===== src/rtl/prot_pkg.sv =====
package prot_pkg;

  typedef enum logic [2:0] {
    CMD_NOP         = 3'd0,
    CMD_SET_CODE    = 3'd1,
    CMD_UNLOCK      = 3'd2,
    CMD_DISABLE_ACC = 3'd3,
    CMD_WRITE_PTR   = 3'd4,
    CMD_OVERRIDE    = 3'd5,
    CMD_PE_ON       = 3'd6,
    CMD_PE_OFF      = 3'd7
  } cmd_e;

  typedef enum logic [2:0] {
    PH_IDLE,
    PH_LEN,
    PH_OLD,
    PH_NEW1,
    PH_NEW2,
    PH_DRAIN,
    PH_UNLOCK
  } phase_e;

endpackage


===== src/rtl/prot_code_unit.sv =====
module prot_code_unit
  import prot_pkg::*;
#(
  parameter int MAX_BYTES = 8,
  parameter int LEN_W     = 4,
  parameter int IDX_W     = 3
) (
  input  logic             clk_i,
  input  logic             rst_ni,
  input  logic             cancel_i,
  input  logic             start_set_i,
  input  logic             start_unlock_i,
  input  logic             other_cmd_i,
  input  logic             byte_valid_i,
  input  logic [7:0]       byte_i,
  output logic [LEN_W-1:0] code_len_o,
  output logic             unlock_ok_o
);

  phase_e           phase_q;
  logic [LEN_W-1:0] idx_q, new_len_q, code_len_q;
  logic             mis_q;
  logic [7:0]       code_q   [MAX_BYTES];
  logic [7:0]       shadow_q [MAX_BYTES];

  logic             take;
  logic [LEN_W-1:0] idx_inc, phase_len;
  logic             last, mis_n, len_big;
  logic [IDX_W-1:0] ix;
  logic [7:0]       ref_byte;

  // A byte counts only when no command or abort shares its cycle
  assign take      = byte_valid_i & ~cancel_i & ~start_set_i & ~start_unlock_i & ~other_cmd_i;
  assign idx_inc   = idx_q + LEN_W'(1);
  assign phase_len = (phase_q == PH_NEW1 || phase_q == PH_NEW2) ? new_len_q : code_len_q;
  assign last      = (idx_inc == phase_len);
  assign ix        = idx_q[IDX_W-1:0];
  assign ref_byte  = (phase_q == PH_NEW2) ? shadow_q[ix] : code_q[ix];
  assign mis_n     = mis_q | (byte_i != ref_byte);
  assign len_big   = ({24'd0, byte_i} > 32'(MAX_BYTES));

  assign unlock_ok_o = (start_unlock_i & ~cancel_i & (code_len_q == '0))
                     | (take & (phase_q == PH_UNLOCK) & last & ~mis_n);
  assign code_len_o  = code_len_q;

  always_ff @(posedge clk_i or negedge rst_ni) begin
    if (!rst_ni) begin
      phase_q    <= PH_IDLE;
      idx_q      <= '0;
      new_len_q  <= '0;
      code_len_q <= '0;
      mis_q      <= 1'b0;
      for (int i = 0; i < MAX_BYTES; i++) begin
        code_q[i]   <= '0;
        shadow_q[i] <= '0;
      end
    end else if (cancel_i) begin
      phase_q <= PH_IDLE;
    end else if (start_set_i) begin
      phase_q <= PH_LEN;
      idx_q   <= '0;
      mis_q   <= 1'b0;
    end else if (start_unlock_i) begin
      phase_q <= (code_len_q == '0) ? PH_IDLE : PH_UNLOCK;
      idx_q   <= '0;
      mis_q   <= 1'b0;
    end else if (other_cmd_i) begin
      phase_q <= PH_IDLE;
    end else if (take) begin
      unique case (phase_q)
        PH_LEN: begin
          idx_q <= '0;
          if (len_big) begin
            phase_q <= PH_DRAIN;
          end else begin
            new_len_q <= byte_i[LEN_W-1:0];
            if (code_len_q != '0)   phase_q <= PH_OLD;
            else if (byte_i != '0)  phase_q <= PH_NEW1;
            else                    phase_q <= PH_IDLE;
          end
        end
        PH_OLD: begin
          mis_q <= mis_n;
          idx_q <= idx_inc;
          if (last) begin
            idx_q <= '0;
            if (new_len_q != '0) begin
              phase_q <= PH_NEW1;
            end else begin
              phase_q <= PH_IDLE;
              if (!mis_n) code_len_q <= '0;
            end
          end
        end
        PH_NEW1: begin
          shadow_q[ix] <= byte_i;
          idx_q        <= idx_inc;
          if (last) begin
            idx_q   <= '0;
            phase_q <= PH_NEW2;
          end
        end
        PH_NEW2: begin
          mis_q <= mis_n;
          idx_q <= idx_inc;
          if (last) begin
            phase_q <= PH_IDLE;
            if (!mis_n) begin
              code_len_q <= new_len_q;
              code_q     <= shadow_q;
            end
          end
        end
        PH_UNLOCK: begin
          mis_q <= mis_n;
          idx_q <= idx_inc;
          if (last) phase_q <= PH_IDLE;
        end
        default: ;
      endcase
    end
  end

endmodule


===== src/rtl/prot_flag_unit.sv =====
module prot_flag_unit #(
  parameter int ADDR_W = 9
) (
  input  logic              clk_i,
  input  logic              rst_ni,
  input  logic              secure_i,
  input  logic              pe_on_i,
  input  logic              pe_off_i,
  input  logic              disable_i,
  input  logic              unlock_ok_i,
  input  logic              wr_ptr_i,
  input  logic [ADDR_W-1:0] ptr_val_i,
  input  logic              set_ovr_i,
  input  logic              op_done_i,
  output logic [ADDR_W-1:0] ptr_o,
  output logic              pe_en_o,
  output logic              acc_en_o,
  output logic              locked_o,
  output logic              ovr_o
);

  logic priv;
  assign priv = ~secure_i | acc_en_o;

  always_ff @(posedge clk_i or negedge rst_ni) begin
    if (!rst_ni) begin
      ptr_o    <= '0;
      pe_en_o  <= 1'b0;
      acc_en_o <= 1'b0;
      locked_o <= 1'b0;
      ovr_o    <= 1'b0;
    end else begin
      if (pe_on_i)       pe_en_o <= 1'b1;
      else if (pe_off_i) pe_en_o <= 1'b0;

      if (disable_i) begin
        acc_en_o <= 1'b0;
        locked_o <= 1'b1;
      end else if (unlock_ok_i) begin
        acc_en_o <= 1'b1;
        locked_o <= 1'b0;
      end

      if (wr_ptr_i && priv) ptr_o <= ptr_val_i;

      // completion beats a fresh set: one override never spans two operations
      if (op_done_i)              ovr_o <= 1'b0;
      else if (set_ovr_i && priv) ovr_o <= 1'b1;
    end
  end

endmodule


===== src/rtl/prot_permit.sv =====
module prot_permit #(
  parameter int ADDR_W = 9
) (
  input  logic [ADDR_W-1:0] addr_i,
  input  logic              all_i,
  input  logic [ADDR_W-1:0] ptr_i,
  input  logic              secure_i,
  input  logic              pe_en_i,
  input  logic              acc_en_i,
  input  logic              locked_i,
  input  logic              ovr_i,
  output logic              rd_ok_o,
  output logic              wr_ok_o
);

  logic below, addr_ok;

  assign below = (addr_i < ptr_i);

  always_comb begin
    if (all_i)         addr_ok = ~secure_i | acc_en_i;
    else if (secure_i) addr_ok = below & acc_en_i;
    else               addr_ok = ~below | ovr_i;
  end

  assign rd_ok_o = ~secure_i | ~below | acc_en_i;
  assign wr_ok_o = pe_en_i & ~locked_i & addr_ok;

endmodule


===== src/rtl/prot_guard.sv =====
module prot_guard
  import prot_pkg::*;
#(
  parameter int ADDR_W    = 9,
  parameter int MAX_BYTES = 8
) (
  input  logic              clk_i,
  input  logic              rst_ni,
  input  logic              cmd_valid_i,
  input  logic [2:0]        cmd_i,
  input  logic              byte_valid_i,
  input  logic [7:0]        byte_i,
  input  logic              abort_i,
  input  logic              op_done_i,
  input  logic [ADDR_W-1:0] addr_i,
  input  logic              all_i,
  output logic              rd_ok_o,
  output logic              wr_ok_o,
  output logic [ADDR_W-1:0] ptr_o
);

  localparam int LEN_W = $clog2(MAX_BYTES + 1);
  localparam int IDX_W = (MAX_BYTES > 1) ? $clog2(MAX_BYTES) : 1;

  cmd_e             cmd;
  logic             c_set, c_unlock, c_dis, c_ptr, c_ovr, c_pe_on, c_pe_off, c_other;
  logic [LEN_W-1:0] code_len;
  logic             unlock_ok, secure, pe_en, acc_en, locked, ovr;

  assign cmd      = cmd_e'(cmd_i);
  assign c_set    = cmd_valid_i & (cmd == CMD_SET_CODE);
  assign c_unlock = cmd_valid_i & (cmd == CMD_UNLOCK);
  assign c_dis    = cmd_valid_i & (cmd == CMD_DISABLE_ACC);
  assign c_ptr    = cmd_valid_i & (cmd == CMD_WRITE_PTR);
  assign c_ovr    = cmd_valid_i & (cmd == CMD_OVERRIDE);
  assign c_pe_on  = cmd_valid_i & (cmd == CMD_PE_ON);
  assign c_pe_off = cmd_valid_i & (cmd == CMD_PE_OFF);
  assign c_other  = cmd_valid_i & ~c_set & ~c_unlock;
  assign secure   = (code_len != '0);

  prot_code_unit #(
    .MAX_BYTES (MAX_BYTES),
    .LEN_W     (LEN_W),
    .IDX_W     (IDX_W)
  ) u_code (
    .clk_i          (clk_i),
    .rst_ni         (rst_ni),
    .cancel_i       (abort_i),
    .start_set_i    (c_set),
    .start_unlock_i (c_unlock),
    .other_cmd_i    (c_other),
    .byte_valid_i   (byte_valid_i),
    .byte_i         (byte_i),
    .code_len_o     (code_len),
    .unlock_ok_o    (unlock_ok)
  );

  prot_flag_unit #(
    .ADDR_W (ADDR_W)
  ) u_flags (
    .clk_i       (clk_i),
    .rst_ni      (rst_ni),
    .secure_i    (secure),
    .pe_on_i     (c_pe_on),
    .pe_off_i    (c_pe_off),
    .disable_i   (c_dis),
    .unlock_ok_i (unlock_ok),
    .wr_ptr_i    (c_ptr),
    .ptr_val_i   (addr_i),
    .set_ovr_i   (c_ovr),
    .op_done_i   (op_done_i),
    .ptr_o       (ptr_o),
    .pe_en_o     (pe_en),
    .acc_en_o    (acc_en),
    .locked_o    (locked),
    .ovr_o       (ovr)
  );

  prot_permit #(
    .ADDR_W (ADDR_W)
  ) u_permit (
    .addr_i   (addr_i),
    .all_i    (all_i),
    .ptr_i    (ptr_o),
    .secure_i (secure),
    .pe_en_i  (pe_en),
    .acc_en_i (acc_en),
    .locked_i (locked),
    .ovr_i    (ovr),
    .rd_ok_o  (rd_ok_o),
    .wr_ok_o  (wr_ok_o)
  );

endmodule


===== config.mk =====
export PLATFORM = sky130hd
export DESIGN_NAME = prot_guard
export DESIGN_NICKNAME = d
export VERILOG_FILES = /design/src/rtl/prot_pkg.sv /design/src/rtl/prot_code_unit.sv /design/src/rtl/prot_flag_unit.sv /design/src/rtl/prot_permit.sv /design/src/rtl/prot_guard.sv
export SDC_FILE = /design/constraint.sdc
export NUM_CORES = 1
export LEC_CHECK = 0
export BUFFER_PORTS_ARGS = -buffer_cell sky130_fd_sc_hd__buf_2
export CELL_PAD_IN_SITES_DETAIL_PLACEMENT = 2
export CELL_PAD_IN_SITES_GLOBAL_PLACEMENT = 2
export CORE_UTILIZATION = 39
export DETAILED_ROUTE_END_ITERATION = 10
export GPL_TIMING_DRIVEN = 0
export PLACE_DENSITY = 0.84
export SYNTH_ARGS = -nofsm -noshare
export SYNTH_HDL_FRONTEND = slang
export SYNTH_SLANG_ARGS = --single-unit

===== constraint.sdc =====
create_clock -name clk_i -period 3.28 [get_ports clk_i]
set_input_delay 0.328 -clock clk_i [delete_from_list [all_inputs] [get_ports clk_i]]
set_output_delay 0.328 -clock clk_i [all_outputs]
set_load 0.02 [all_outputs]

==> key figures <==
Global routing
  – First-pass GRT wire length: 43.6 mm
  – Number of global-route vias before repair: 6,967
  – Initial antenna violation count: 0
  – Remaining global-route overflow: 0
  – Largest net degree at the start of global routing: 81
  – GRT Util Overall: 28.0%

Clocking
  – Register clock-pin slew on the reported worst setup and hold paths: 70 ps
  – CTS tree: built
  – Clk buf depth: 2
  – CTS sink cnt: 157
  – Clk Latency, worst-skew pair: 450 ps
  – Root Driver: clkbuf_16
  – Htree depth: 4
  – CTS Buf Count: 17

Floorplan
  – I/O pin cnt: 38
  – Core area: 20,200 µm²
  – Initial Util: 39.7%
  – Row Count: 52
  – Die Area: 21,100 µm²
  – Chip width: 145 µm
  – Chip height: 145 µm

Route
  – DR WL/cell: 29.3 µm
  – # DRC: 0
  – DRT iter0 DRCs: 344
  – DR vias: 6,021
  – Vias per cell: 5.96
  – 1st-pass router iterations: 5
  – Antenna-violating nets left: 0
  – Post-Route WL: 29.6 mm

STA
  – Slew headroom: 47.3%
  – Final setup fails: 70
  – RSZ-0062 raised after global routing: yes
  – Clock Skew: 16.3 ps
  – Clock period minus final worst setup slack: 3730 ps
  – Fin crit share: 114%
  – Final hold vios: 0
  – Final worst slack: -446 ps
  – Pins Over Slew Limit: 0
  – Worst-Margin Slew: 789 ps
  – Hold WS: 49.9 ps
  – Peak Freq: 268 MHz

Power and ir drop
  – Pwr dens: 624 nW/µm²
  – Internal Power: 3.92 mW
  – Sequential Power Share: 33.7%
  – P_sw: 2.25 mW
  – Lkg Pwr: 4.55 nW
  – Worst VDD drop: 0.435 mV
  – Total design power: 6.16 mW
  – Combinational share of power: 33.4%
  – Switching Share: 36.5%
  – Clk pwr share: 32.9%

Hold path
  – HP Start: op_done_i
  – WHS Path Cells: 2
  – Worst Hold Path EP: u_flags.ovr_o
  – Hold Path Class: in2reg

Synthesis
  – Synth top area share: 49.1%
  – Post-synth ARST share: 100%
  – Syn Area/Cell: 12.3 µm²
  – Synth top area cells: dfrtp_1 49%, mux2_2 19%, mux2i_1 3.6%
  – Post-Syn Nets: 688
  – Sequential share of the synthesized area: 49.1%
  – Post-Syn Instances: 652
  – Post-synth EDFFs: 0
  – Post-synth top flop: dfrtp_1
  – Mapped cell area: 8000 µm²
  – Synth warnings: 0
  – Largest area contributor in the netlist: dfrtp_1
  – Synth unique cells: 60
  – Yosys reg bits: 157

Setup path
  – CP Data Arrival Time: 4050 ps
  – Reg2reg start: u_code.idx_q[1]
  – Worst Setup Path Type: reg2reg
  – Critical path endpoint category: flop
  – Crit-path max FO: 8
  – Crit start category: flop
  – Worst reg2reg path endpoint: u_code.code_q[45]
  – R2R cell count: 13
  – Crit path required time: 3600 ps
  – Reg2Reg Setup Slack: -450 ps

Cells and area
  – Commonest non-fill, non-tap cell in the layout: dfrtp_1
  – Number of fill cells: 1,936
  – Share of cells above drive strength 1: 43.0%
  – Most frequent cells in the layout: 154 x dfrtp_1, 123 x mux2_2, 34 x buf_2
  – Area Overhead vs Synth: 23.5%
  – Final nets: 763
  – # diodes: 0

Outcome
  – Outcome: finished, violations left
  – Failing checks: negative setup slack

Placed design
  – PortBufs: 33
  – Post-DP HPWL: 17.5 mm
  – RD Place Congestion: 0.835

Flow run
  – Max-Cap Viols: 0
-- synthesized netlist by cell type (2+ instances only) --
library cell	instances
inv_1	17
xnor2_1	6
a221o_1	5
nand3_1	11
xor2_1	7
mux2_2	134
dfrtp_1	157
a22oi_1	9
buf_2	19
mux2i_1	29
buf_6	2
or3_1	3
nor2b_1	6
nor3b_1	7
ha_1	9
a31o_2	4
o21ai_0	23
nand2b_1	11
nand3b_1	5
nor3_1	7
o221ai_1	3
and2_0	2
nor4_1	4
clkbuf_1	20
nand4_1	2
a31oi_1	6
and3_1	4
nand2_1	27
mux2_1	19
nor2_1	17
a221oi_1	7
clkinv_1	2
a21o_1	3
a21oi_1	16
o211ai_1	5
a22o_1	7
or4_1	5
mux4_2	7
o21a_1	3
a32oi_1	2
-- stage by stage --
step	TNS (ps)	cells	instance area, µm²	setup WS [ps]	util (%)
after floorplan	0	652	8010	6.53	-
after global placement	-101380	955	8510	-758	42.2
after detailed placement	-61490	956	8550	-960	42.4
after CTS	-22020	1006	9670	-364	47.9
after global routing	-34320	1010	9880	-560	49.0
final	-26350	1010	9880	-446	49.0
-- cell families after synthesis --
kind of cell    share of synthesized area, %
mux                                     27.1
simple gates                            8.15
compound gates                          9.18
flops                                   49.1
xor+xnor                                1.42
buf+inv                                 3.44
fa+ha+maj                               1.53
-- power groups by stage --
stage               sequential [mW]  combinational (mW)  clock [mW]
floorplan                      2.11               0.947           0
global placement               2.09                1.47           0
detailed placement             2.10                1.54           0
CTS                            2.07                1.88        2.03
global route                   2.08                2.14        2.12
finish                         2.08                2.06        2.03
-- registers in the layout, indices dropped and copies added, names as in the netlist --
| register | flops |
|---|---|
| u_code.phase_q | 3 |
| u_flags.locked_o | 1 |
| u_flags.acc_en_o | 1 |
| u_code.code_q | 64 |
| u_code.shadow_q | 64 |
| u_code.mis_q | 1 |
| u_flags.ovr_o | 1 |
| u_code.new_len_q | 4 |
| u_code.idx_q | 4 |
| u_flags.pe_en_o | 1 |
| u_code.code_len_o | 4 |
| u_flags.ptr_o | 9 |
-- timing repair --
item	4_1_cts	5_1_grt
endpoints found under the setup margin	87	117
setup buffers	21	3
pin swaps	8	13
gates cloned	0	1
endpoints found under the hold margin	77	0
gates resized for setup	93	40
hold buffers	1	0
-- per-layer routing --
layer | track usage (%) | up-vias | wire [µm] | share of wire (%)
met2 | 49.0 | 203 | 15400 | 52
met4 | 13.6 | 0 | 1080 | 3.7
met3 | 6.38 | 66 | 1440 | 4.9
li1 | - | 2554 | - | -
met5 | 0 | - | 0 | 0
met1 | 32.2 | 3198 | 11600 | 39
-- critical path, stage by stage (launching register included) --
cell and delay [ps]:
dfrtp_2 460, buf_12 170, buf_12 120, mux2_2 350, a221o_1 340, o21ai_0 120, a22oi_1 140, xor2_1 180
or4_4 560, nor4_4 320, buf_6 190, buf_12 140, buf_12 160, mux2_4 320
-- worst max-delay path by stage --
stage	start	to	slack [ps]
after global placement	u_code.idx_q[1]	u_code.code_q[25]	-760
final	u_code.idx_q[1]	u_code.code_q[45]	-450
after CTS	u_code.idx_q[1]	u_code.code_q[48]	-360
after detailed placement	u_code.phase_q[1]	u_code.code_q[45]	-960
after global routing	u_code.idx_q[1]	u_code.code_q[45]	-560
after floorplan	u_code.idx_q[1]	u_code.code_q[15]	7
-- cell type report --
class                      instances  area [µm²]  share of cell area (%)
tap                              270         338                    3.42
sequential                       157        3930                    39.8
multi-input combinational        433        4080                    41.3
buffer                            39         388                    3.93
clock inverter                    14         148                    1.49
clock buffer                      18         439                    4.45
inverter                          19        77.6                   0.786
timing repair buffer              60         478                    4.84
Power figures use the tool's default switching activity.
